===== config.mk =====
export PLATFORM = sky130hd
export DESIGN_NAME = tofd_top
export DESIGN_NICKNAME = d
export VERILOG_FILES = /design/src/rtl/tofd_pkg.sv /design/src/rtl/tofd_preload.sv /design/src/rtl/tofd_counter.sv /design/src/rtl/tofd_divgate.sv /design/src/rtl/tofd_top.sv
export SDC_FILE = /design/constraint.sdc
export NUM_CORES = 1
export LEC_CHECK = 0
export CORE_AREA = 2 2 50 43
export CTS_BUF_LIST = sky130_fd_sc_hd__clkbuf_16
export DETAILED_ROUTE_END_ITERATION = 16
export DIE_AREA = 0 0 52 45
export DONT_BUFFER_PORTS = 1
export PLACE_DENSITY_LB_ADDON = 0.15
export SLEW_MARGIN = 20
export SYNTH_ARGS = -nofsm -noshare
export SYNTH_HDL_FRONTEND = slang
export SYNTH_HIERARCHICAL = 1
export SYNTH_SLANG_ARGS = --single-unit

===== constraint.sdc =====
create_clock -name clk -period 1.9 [get_ports clk]
set_clock_uncertainty 0.2 [all_clocks]
set_input_delay 0 -clock clk [delete_from_list [all_inputs] [get_ports clk]]
set_output_delay 0 -clock clk [all_outputs]
set_load 0.05 [all_outputs]

===== src/rtl/tofd_pkg.sv =====
package tofd_pkg;
    localparam int CNT_W = 8;
    localparam logic [CNT_W-1:0] CNT_MAX = {CNT_W{1'b1}};

    typedef logic [CNT_W-1:0] cnt_t;

    typedef struct packed {
        logic run;
        logic wr;
        cnt_t wdata;
    } tmr_ctl_t;

    function automatic logic at_top(input cnt_t c);
        return c == CNT_MAX;
    endfunction
endpackage


===== src/rtl/tofd_preload.sv =====
module tofd_preload
    import tofd_pkg::*;
(
    input  logic     clk,
    input  logic     rst,
    input  tmr_ctl_t ctl,
    output cnt_t     pre_q
);
    always_ff @(posedge clk) begin
        if (rst)
            pre_q <= '0;
        else if (ctl.wr)
            pre_q <= ctl.wdata;
    end
endmodule


===== src/rtl/tofd_counter.sv =====
module tofd_counter
    import tofd_pkg::*;
(
    input  logic     clk,
    input  logic     rst,
    input  tmr_ctl_t ctl,
    input  cnt_t     pre_q,
    output cnt_t     cnt_q,
    output logic     wrap
);
    // wrap marks the edge at which the running count leaves its top value
    assign wrap = ctl.run && at_top(cnt_q);

    always_ff @(posedge clk) begin
        if (rst)
            cnt_q <= '0;
        else if (ctl.run)
            cnt_q <= wrap ? pre_q : cnt_q + 1'b1;
        else if (ctl.wr)
            cnt_q <= ctl.wdata;
    end
endmodule


===== src/rtl/tofd_divgate.sv =====
module tofd_divgate (
    input  logic clk,
    input  logic rst,
    input  logic wrap,
    input  logic latch_bit,
    output logic tog_q,
    output logic ovf_q,
    output logic pin
);
    always_ff @(posedge clk) begin
        if (rst) begin
            tog_q <= 1'b0;
            ovf_q <= 1'b0;
        end else begin
            ovf_q <= wrap;
            if (wrap)
                tog_q <= ~tog_q;
        end
    end

    assign pin = latch_bit & tog_q;
endmodule


===== src/rtl/tofd_top.sv =====
module tofd_top
    import tofd_pkg::*;
(
    input  logic             clk,
    input  logic             rst,
    input  logic             run_en,
    input  logic             pre_wr,
    input  logic [CNT_W-1:0] pre_data,
    input  logic             latch_bit,
    output logic             div_out,
    output logic             ovf_pulse
);
    tmr_ctl_t ctl;
    cnt_t     pre_q;
    cnt_t     cnt_q;
    logic     wrap;
    logic     tog_q;

    assign ctl = '{run: run_en, wr: pre_wr, wdata: pre_data};

    tofd_preload u_pre (.clk(clk), .rst(rst), .ctl(ctl), .pre_q(pre_q));

    tofd_counter u_cnt (.clk(clk), .rst(rst), .ctl(ctl), .pre_q(pre_q),
                        .cnt_q(cnt_q), .wrap(wrap));

    tofd_divgate u_div (.clk(clk), .rst(rst), .wrap(wrap), .latch_bit(latch_bit),
                        .tog_q(tog_q), .ovf_q(ovf_pulse), .pin(div_out));
endmodule


==> impl_metrics.py, run 1 <==
metrics = {
    "routing": {
        "vias": 811,
        "avgRoutedWirePerCell_um": 14.5,
        "viasPerCell": 5.71,
        "antenna_left": 0,
        "routed_wl_mm": 2.06,
        "dr.first_iter.drc_count": 16,
        "drc_errors": 0,
        "drt_first_pass_iters": 4,
    },
    "global_routing": {
        "grt_max_degree": 22,
        "antenna_found_initial": 0,
        "grt_pass1_wl_mm": 3.29,
        "gr-total-overflow": 0,
        "grt_use_total": 0.200,
        "grt_pass1_vias": 724,
    },
    "clocking": {
        "cts.clk_slew.worst_paths_ps": 50,
        "h-tree-depth": 1,
        "cts_sinks": 18,
        "cts.root.buffer_cell": "clkbuf_16",
        "clock_latency_ps": 250,
        "clockBufferDepth": 2,
        "cts_made_buffers": 3,
        "cts_tree": "yes",
    },
    "pwr": {
        "ir_worst_vdd_mv": 0.693,
        "combPwrFrac": 0.124,
        "p_sw_frac": 0.219,
        "seqPwrFrac": 0.442,
        "clkPwrFrac": 0.434,
        "p_leak_nw": 0.458,
        "p_int_uw": 744,
        "switchingPower_uw": 209,
        "p_per_area_mw_per_mm2": 787,
    },
    "synth": {
        "ys_ff_latch": 18,
        "synth.distinct_cells": 31,
        "syn_avg_cell_area_um2": 9.27,
        "yosysWarnings": 6,
        "yosysSeqAreaShare": 0.381,
        "syn-num-nets": 116,
        "syn-instance-count": 102,
        "syn_area_um2": 946,
    },
    "worst_setup_path": {
        "worstPathArrival_ps": 1770,
        "crit_path_start_kind": "flip-flop",
        "crit_type": "flip-flop to flip-flop",
        "cp.required_ps": 1840,
        "crit_fanout": 6,
        "crit_path_end_kind": "flip-flop",
    },
    "floorplan": {
        "die_w_um": 52,
        "die_area_mm2": 0.00234,
        "io_pins": 15,
        "core_area_mm2": 0.00180,
        "fp.dieH_um": 45,
        "start_util": 0.524,
        "rows": 14,
    },
    "outcome": {
        "status": "complete, no violations",
    },
    "placement": {
        "dp_hpwl_mm": 1.17,
        "place_inst": 120,
        "gp_congestion": 0.798,
        "port_buffers": 0,
    },
    "timing": {
        "tightest_slew_ps": 738,
        "maxSlewHeadroom": 0.506,
        "final-hold-violation-count": 0,
        "setup_tns_ps": 0,
        "slew_viol_final": 0,
        "rsz0062_at_grt": "no",
        "post-route-period-util": 0.961,
        "min_period_ps": 1830,
        "setup_viol": 0,
        "clock.fmax_mhz": 548,
    },
    "layout": {
        "post_route_cells_drive_above_1_share": 0.0932,
        "final_cell_mix": "dfxtp_1, dlygate4sd3_1, mux2i_1, nor2_1, nand2_1",
        "fin_util": 0.671,
        "antennaDiodeCount": 0,
        "layout_commonest_cell": "dfxtp_1",
        "area_delta_synth_final_pct": 28.0,
        "layout.nets": 134,
        "fin_cells": 142,
    },
    "run": {
        "max_cap_viol_count": 0,
    },
    "worst_hold_path": {
        "hold_class": "input pin to primary output",
    },
}
stage by stage:
step                hold slack (ps)  setup WS [ps]  power (mW)  cell area (um2)
floorplan                      -128            230       0.497              946
global placement               -133            155       0.489              943
detailed placement             -129           75.8       0.491              943
CTS                            72.3           13.5       0.960             1200
global route                   78.8           20.1       0.997             1210
finish                         72.1           74.1       0.953             1210
cell type report:
cell class / instances / area (um2)
Clock buffer: 3 / 75.1
Multi-Input combinational cell: 76 / 548
Fill cell: 164 / 593
Inverter: 2 / 7.51
Tap cell: 24 / 30.0
Sequential cell: 18 / 360
Timing Repair Buffer: 19 / 190
power groups by stage:
stage / registers, mW / clock network (mW) / logic [mW]
6_report: 0.421 / 0.413 / 0.118
5_1_grt: 0.424 / 0.443 / 0.129
4_1_cts: 0.421 / 0.422 / 0.116
3_5_place_dp: 0.429 / 0 / 0.0621
3_3_place_gp: 0.428 / 0 / 0.0613
2_1_floorplan: 0.424 / 0 / 0.0736
flip-flops by register name (all words and copies together), names as in the netlist:
name,count
u_div/tog_q,1
u_div/ovf_q,1
u_pre/pre_q,8
u_cnt/cnt_q,8
per-layer routing:
layer | track usage | up-vias | share of wire
li1 | - | 403 | -
met1 | 0.232 | 389 | 0.51
met2 | 0.342 | 15 | 0.44
met3 | 0.0695 | 4 | 0.037
met4 | 0.0789 | 0 | 0.014
met5 | 0 | - | 0
path summary, 6_finish.rpt:
| check | endpoint | start | slack (ps) | cells after the start |
|---|---|---|---|---|
| max | u_cnt/cnt_q[2]$_SDFFE_PP0P_ | u_cnt/cnt_q[0]$_SDFFE_PP0P_ | 70 | 5 |
| min reg2reg | u_pre/pre_q[1]$_SDFFE_PP0P_ | u_pre/pre_q[1]$_SDFFE_PP0P_ | 300 | 2 |
| max reg2reg | u_cnt/cnt_q[2]$_SDFFE_PP0P_ | u_cnt/cnt_q[0]$_SDFFE_PP0P_ | 70 | 5 |
| min | div_out | latch_bit | 70 | 1 |
synthesized netlist by cell type:
| library cell | number | area [um2] |
|---|---|---|
| a2111oi_1 | 1 | 10.0 |
| a21oi_1 | 2 | 10.0 |
| or3_1 | 3 | 18.8 |
| nor4_1 | 2 | 12.5 |
| inv_1 | 2 | 7.51 |
| xnor2_1 | 3 | 26.3 |
| nand3_1 | 3 | 15.0 |
| nor3_4 | 1 | 16.3 |
| nor2_4 | 1 | 11.3 |
| xor2_1 | 1 | 8.76 |
| clkbuf_1 | 1 | 3.75 |
| buf_6 | 1 | 11.3 |
| nand2_1 | 7 | 26.3 |
| nor3_1 | 3 | 15.0 |
| nand4b_1 | 2 | 17.5 |
| nor2_1 | 13 | 48.8 |
| buf_1 | 2 | 7.51 |
| o311ai_1 | 2 | 17.5 |
| a22oi_1 | 1 | 7.51 |
| mux2i_1 | 13 | 130 |
| nand2b_1 | 1 | 6.26 |
| buf_2 | 2 | 10.0 |
| a31o_2 | 1 | 8.76 |
| ha_1 | 1 | 12.5 |
| nor2b_1 | 5 | 31.3 |
| nand4_4 | 1 | 21.3 |
| a311oi_1 | 1 | 8.76 |
| a211oi_2 | 1 | 12.5 |
| dfxtp_1 | 18 | 360 |
| and2_2 | 1 | 7.51 |
| a211oi_1 | 6 | 45.0 |
what timing repair did:
action                                  in CTS  in global routing
buffers inserted                             0                  1
gates resized for setup                      0                  2
endpoints found under the hold margin       18                  0
hold buffers                                18                  0
endpoints found under the setup margin       0                  4
kinds of logic after synthesis:
family                   share of synthesized area
buffers and inverters                       0.0423
multiplexers                                 0.138
flip-flops                                   0.381
XOR/XNOR                                    0.0370
AO/OA/AOI/OAI                                0.127
AND/OR/NAND/NOR                              0.262
adder cells (fa/ha/maj)                     0.0132
critical path, stage by stage (launching register included):
cell	delay [ps]
dfxtp_1	380
ha_2	270
nand4_4	190
nor3_4	280
nand2_1	100
a311oi_1	310
No activity file was read; power rests on OpenSTA's default activity.
==> run 2: changes to the inputs <==
BUFFER_PORTS_ARGS = -buffer_cell sky130_fd_sc_hd__buf_2   (was not set)
DONT_BUFFER_PORTS = not set   (was 1)
REMOVE_ABC_BUFFERS = 1   (was not set)
TNS_END_PERCENT = 20   (was not set)
==> run 2 against run 1 <==
  * First-iteration DRC count rose by 19%
  * Die area is the same
  * Non-clock buffer count up 12
  * Combinational power grew 9%
  * Sequential share of layout area shrank 1.1 points
  * Via count grew 0.86%
  * Final area rose by 3.7%
  * Critical path depth unchanged
  * Power increased by 0.87%
  * Register-to-register slack better by 40 ps
==> impl_metrics.py, run 2 (synthesized netlist as in run 1, its figures left out) <==
metrics = {
    "outcome": {
        "status": "complete, no violations",
    },
    "layout": {
        "layout.nets": 146,
        "fillers": 157,
        "antennaDiodeCount": 0,
        "fin_util": 0.696,
        "top_regs": "u_cnt/cnt_q (8), u_pre/pre_q (8)",
        "layout_commonest_cell": "dfxtp_1",
        "post_route_cells_drive_above_1_share": 0.200,
        "area_delta_synth_final_pct": 32.8,
        "final_cell_mix": "dfxtp_1, dlygate4sd3_1, buf_2, mux2i_1, nor2_1",
        "finish.instance_area_mm2": 0.00126,
        "fin_cells": 154,
    },
    "placement": {
        "dp_hpwl_mm": 1.35,
        "place_inst": 136,
        "place_ws_ps": 68.8,
        "port_buffers": 14,
        "dpl-instance-area_mm2": 0.00103,
        "gp_congestion": 0.842,
    },
    "pwr": {
        "seqPwrFrac": 0.439,
        "power.total_uw": 961,
        "switchingPower_uw": 214,
        "p_leak_nw": 0.510,
        "clkPwrFrac": 0.427,
        "ir_worst_vdd_mv": 0.771,
        "p_int_uw": 747,
        "p_sw_frac": 0.223,
        "p_per_area_mw_per_mm2": 765,
        "combPwrFrac": 0.134,
    },
    "worst_setup_path": {
        "r2r_setup_slack_ps": 110,
        "crit_buf_inv": 0,
        "r2r-start": "u_cnt/cnt_q[0]$_SDFFE_PP0P_",
        "cp-startpoint": "u_cnt/cnt_q[0]$_SDFFE_PP0P_",
        "worstPathArrival_ps": 1760,
        "cp.required_ps": 1870,
        "crit_family": "simple AND/OR/NAND/NOR gates",
        "crit_path_end_kind": "flip-flop",
        "crit_path_start_kind": "flip-flop",
        "crit_type": "flip-flop to flip-flop",
        "crit_fanout": 6,
        "crit_path_top_delay_cell": "dfxtp_1",
        "path_cells": "ha_2 > nand4_4 > nor3_4 > a22oi_1 > a211oi_2",
        "critPathMaxStageDelay_ps": 370,
    },
    "worst_hold_path": {
        "hold_class": "input pin to flip-flop",
        "hp-start": "pre_wr",
    },
    "floorplan": {
        "io_pins": 15,
        "die_area_mm2": 0.00234,
        "fp.dieH_um": 45,
        "rows": 14,
        "die_w_um": 52,
        "start_util": 0.524,
        "core_area_mm2": 0.00180,
    },
    "timing": {
        "slew_viol_final": 0,
        "rsz0062_at_grt": "no",
        "min_period_ps": 1790,
        "final-hold-violation-count": 0,
        "tightest_slew_ps": 377,
        "setup_tns_ps": 0,
        "setup_viol": 0,
        "maxSlewHeadroom": 0.749,
        "post-route-period-util": 0.942,
        "hold_slack_ps": 97.7,
        "timing.final.ws_setup_ps": 110,
        "clock.fmax_mhz": 559,
    },
    "routing": {
        "routed_wl_mm": 2.10,
        "drt_first_pass_iters": 4,
        "viasPerCell": 5.31,
        "drc_errors": 0,
        "vias": 818,
        "dr.first_iter.drc_count": 19,
        "avgRoutedWirePerCell_um": 13.6,
        "antenna_left": 0,
    },
    "clocking": {
        "clockBufferDepth": 2,
        "cts.clk_slew.worst_paths_ps": 50,
        "h-tree-depth": 1,
        "post-cts-setup-buffers": 0,
        "cts_made_buffers": 3,
        "cts.root.buffer_cell": "clkbuf_16",
        "clock_latency_ps": 250,
        "cts_sinks": 18,
        "cts_tree": "yes",
    },
    "global_routing": {
        "grt_use_total": 0.221,
        "gr-total-overflow": 0,
        "grt_pass1_wl_mm": 3.70,
        "antenna_found_initial": 0,
        "grt_pass1_vias": 799,
        "grt_max_degree": 22,
    },
    "run": {
        "max_cap_viol_count": 0,
    },
}
-- run 2: cell types whose count changed in the layout (fill, tap and decap cells not counted), sizes merged --
cell / previous run / this run
dlygate4sd3: 17 / 15
dlymetal6s4s: 1 / 0
buf: 1 / 16
-- run 2: area by class of cell --
class	count	area (um2)	share of cell area
clock buffers	3	75.1	0.0598
inverters	2	7.51	0.00598
multi-input cells	76	548	0.436
flip-flops and latches	18	360	0.287
well taps	24	30.0	0.0239
repair buffers	31	235	0.187
-- run 2: worst paths after layout --
path                                               endpoint  cells past startpoint
worst max register to register  u_cnt/cnt_q[4]$_SDFFE_PP0P_                      5
worst min-delay path            u_cnt/cnt_q[6]$_SDFFE_PP0P_                      3
worst max-delay path            u_cnt/cnt_q[4]$_SDFFE_PP0P_                      5
worst min register to register  u_pre/pre_q[0]$_SDFFE_PP0P_                      2
-- run 2: worst register-to-register path: stages (launching register included) --
cell,delay [ps]
dfxtp_1,370
ha_2,260
nand4_4,190
nor3_4,310
a22oi_1,140
a211oi_2,230
-- run 2: metal layers --
layer | GRT usage | share of wire
met1 | 0.277 | 0.48
met2 | 0.362 | 0.47
met3 | 0.0596 | 0.040
met4 | 0.0947 | 0.015
met5 | 0 | 0
-- run 2: power by group through the flow --
stage / clock network (mW) / logic, mW / registers (mW)
floorplan: 0 / 0.0557 / 0.424
global placement: 0 / 0.0971 / 0.428
detailed placement: 0 / 0.101 / 0.429
CTS: 0.420 / 0.127 / 0.421
global route: 0.438 / 0.143 / 0.425
finish: 0.411 / 0.129 / 0.422
-- run 2: repair_timing --
| action | 4_1_cts | 5_1_grt |
|---|---|---|
| setup endpoints to repair | 0 | 3 |
| hold buffers | 15 | 0 |
| resized for setup | 0 | 1 |
| endpoints found under the hold margin | 18 | 0 |
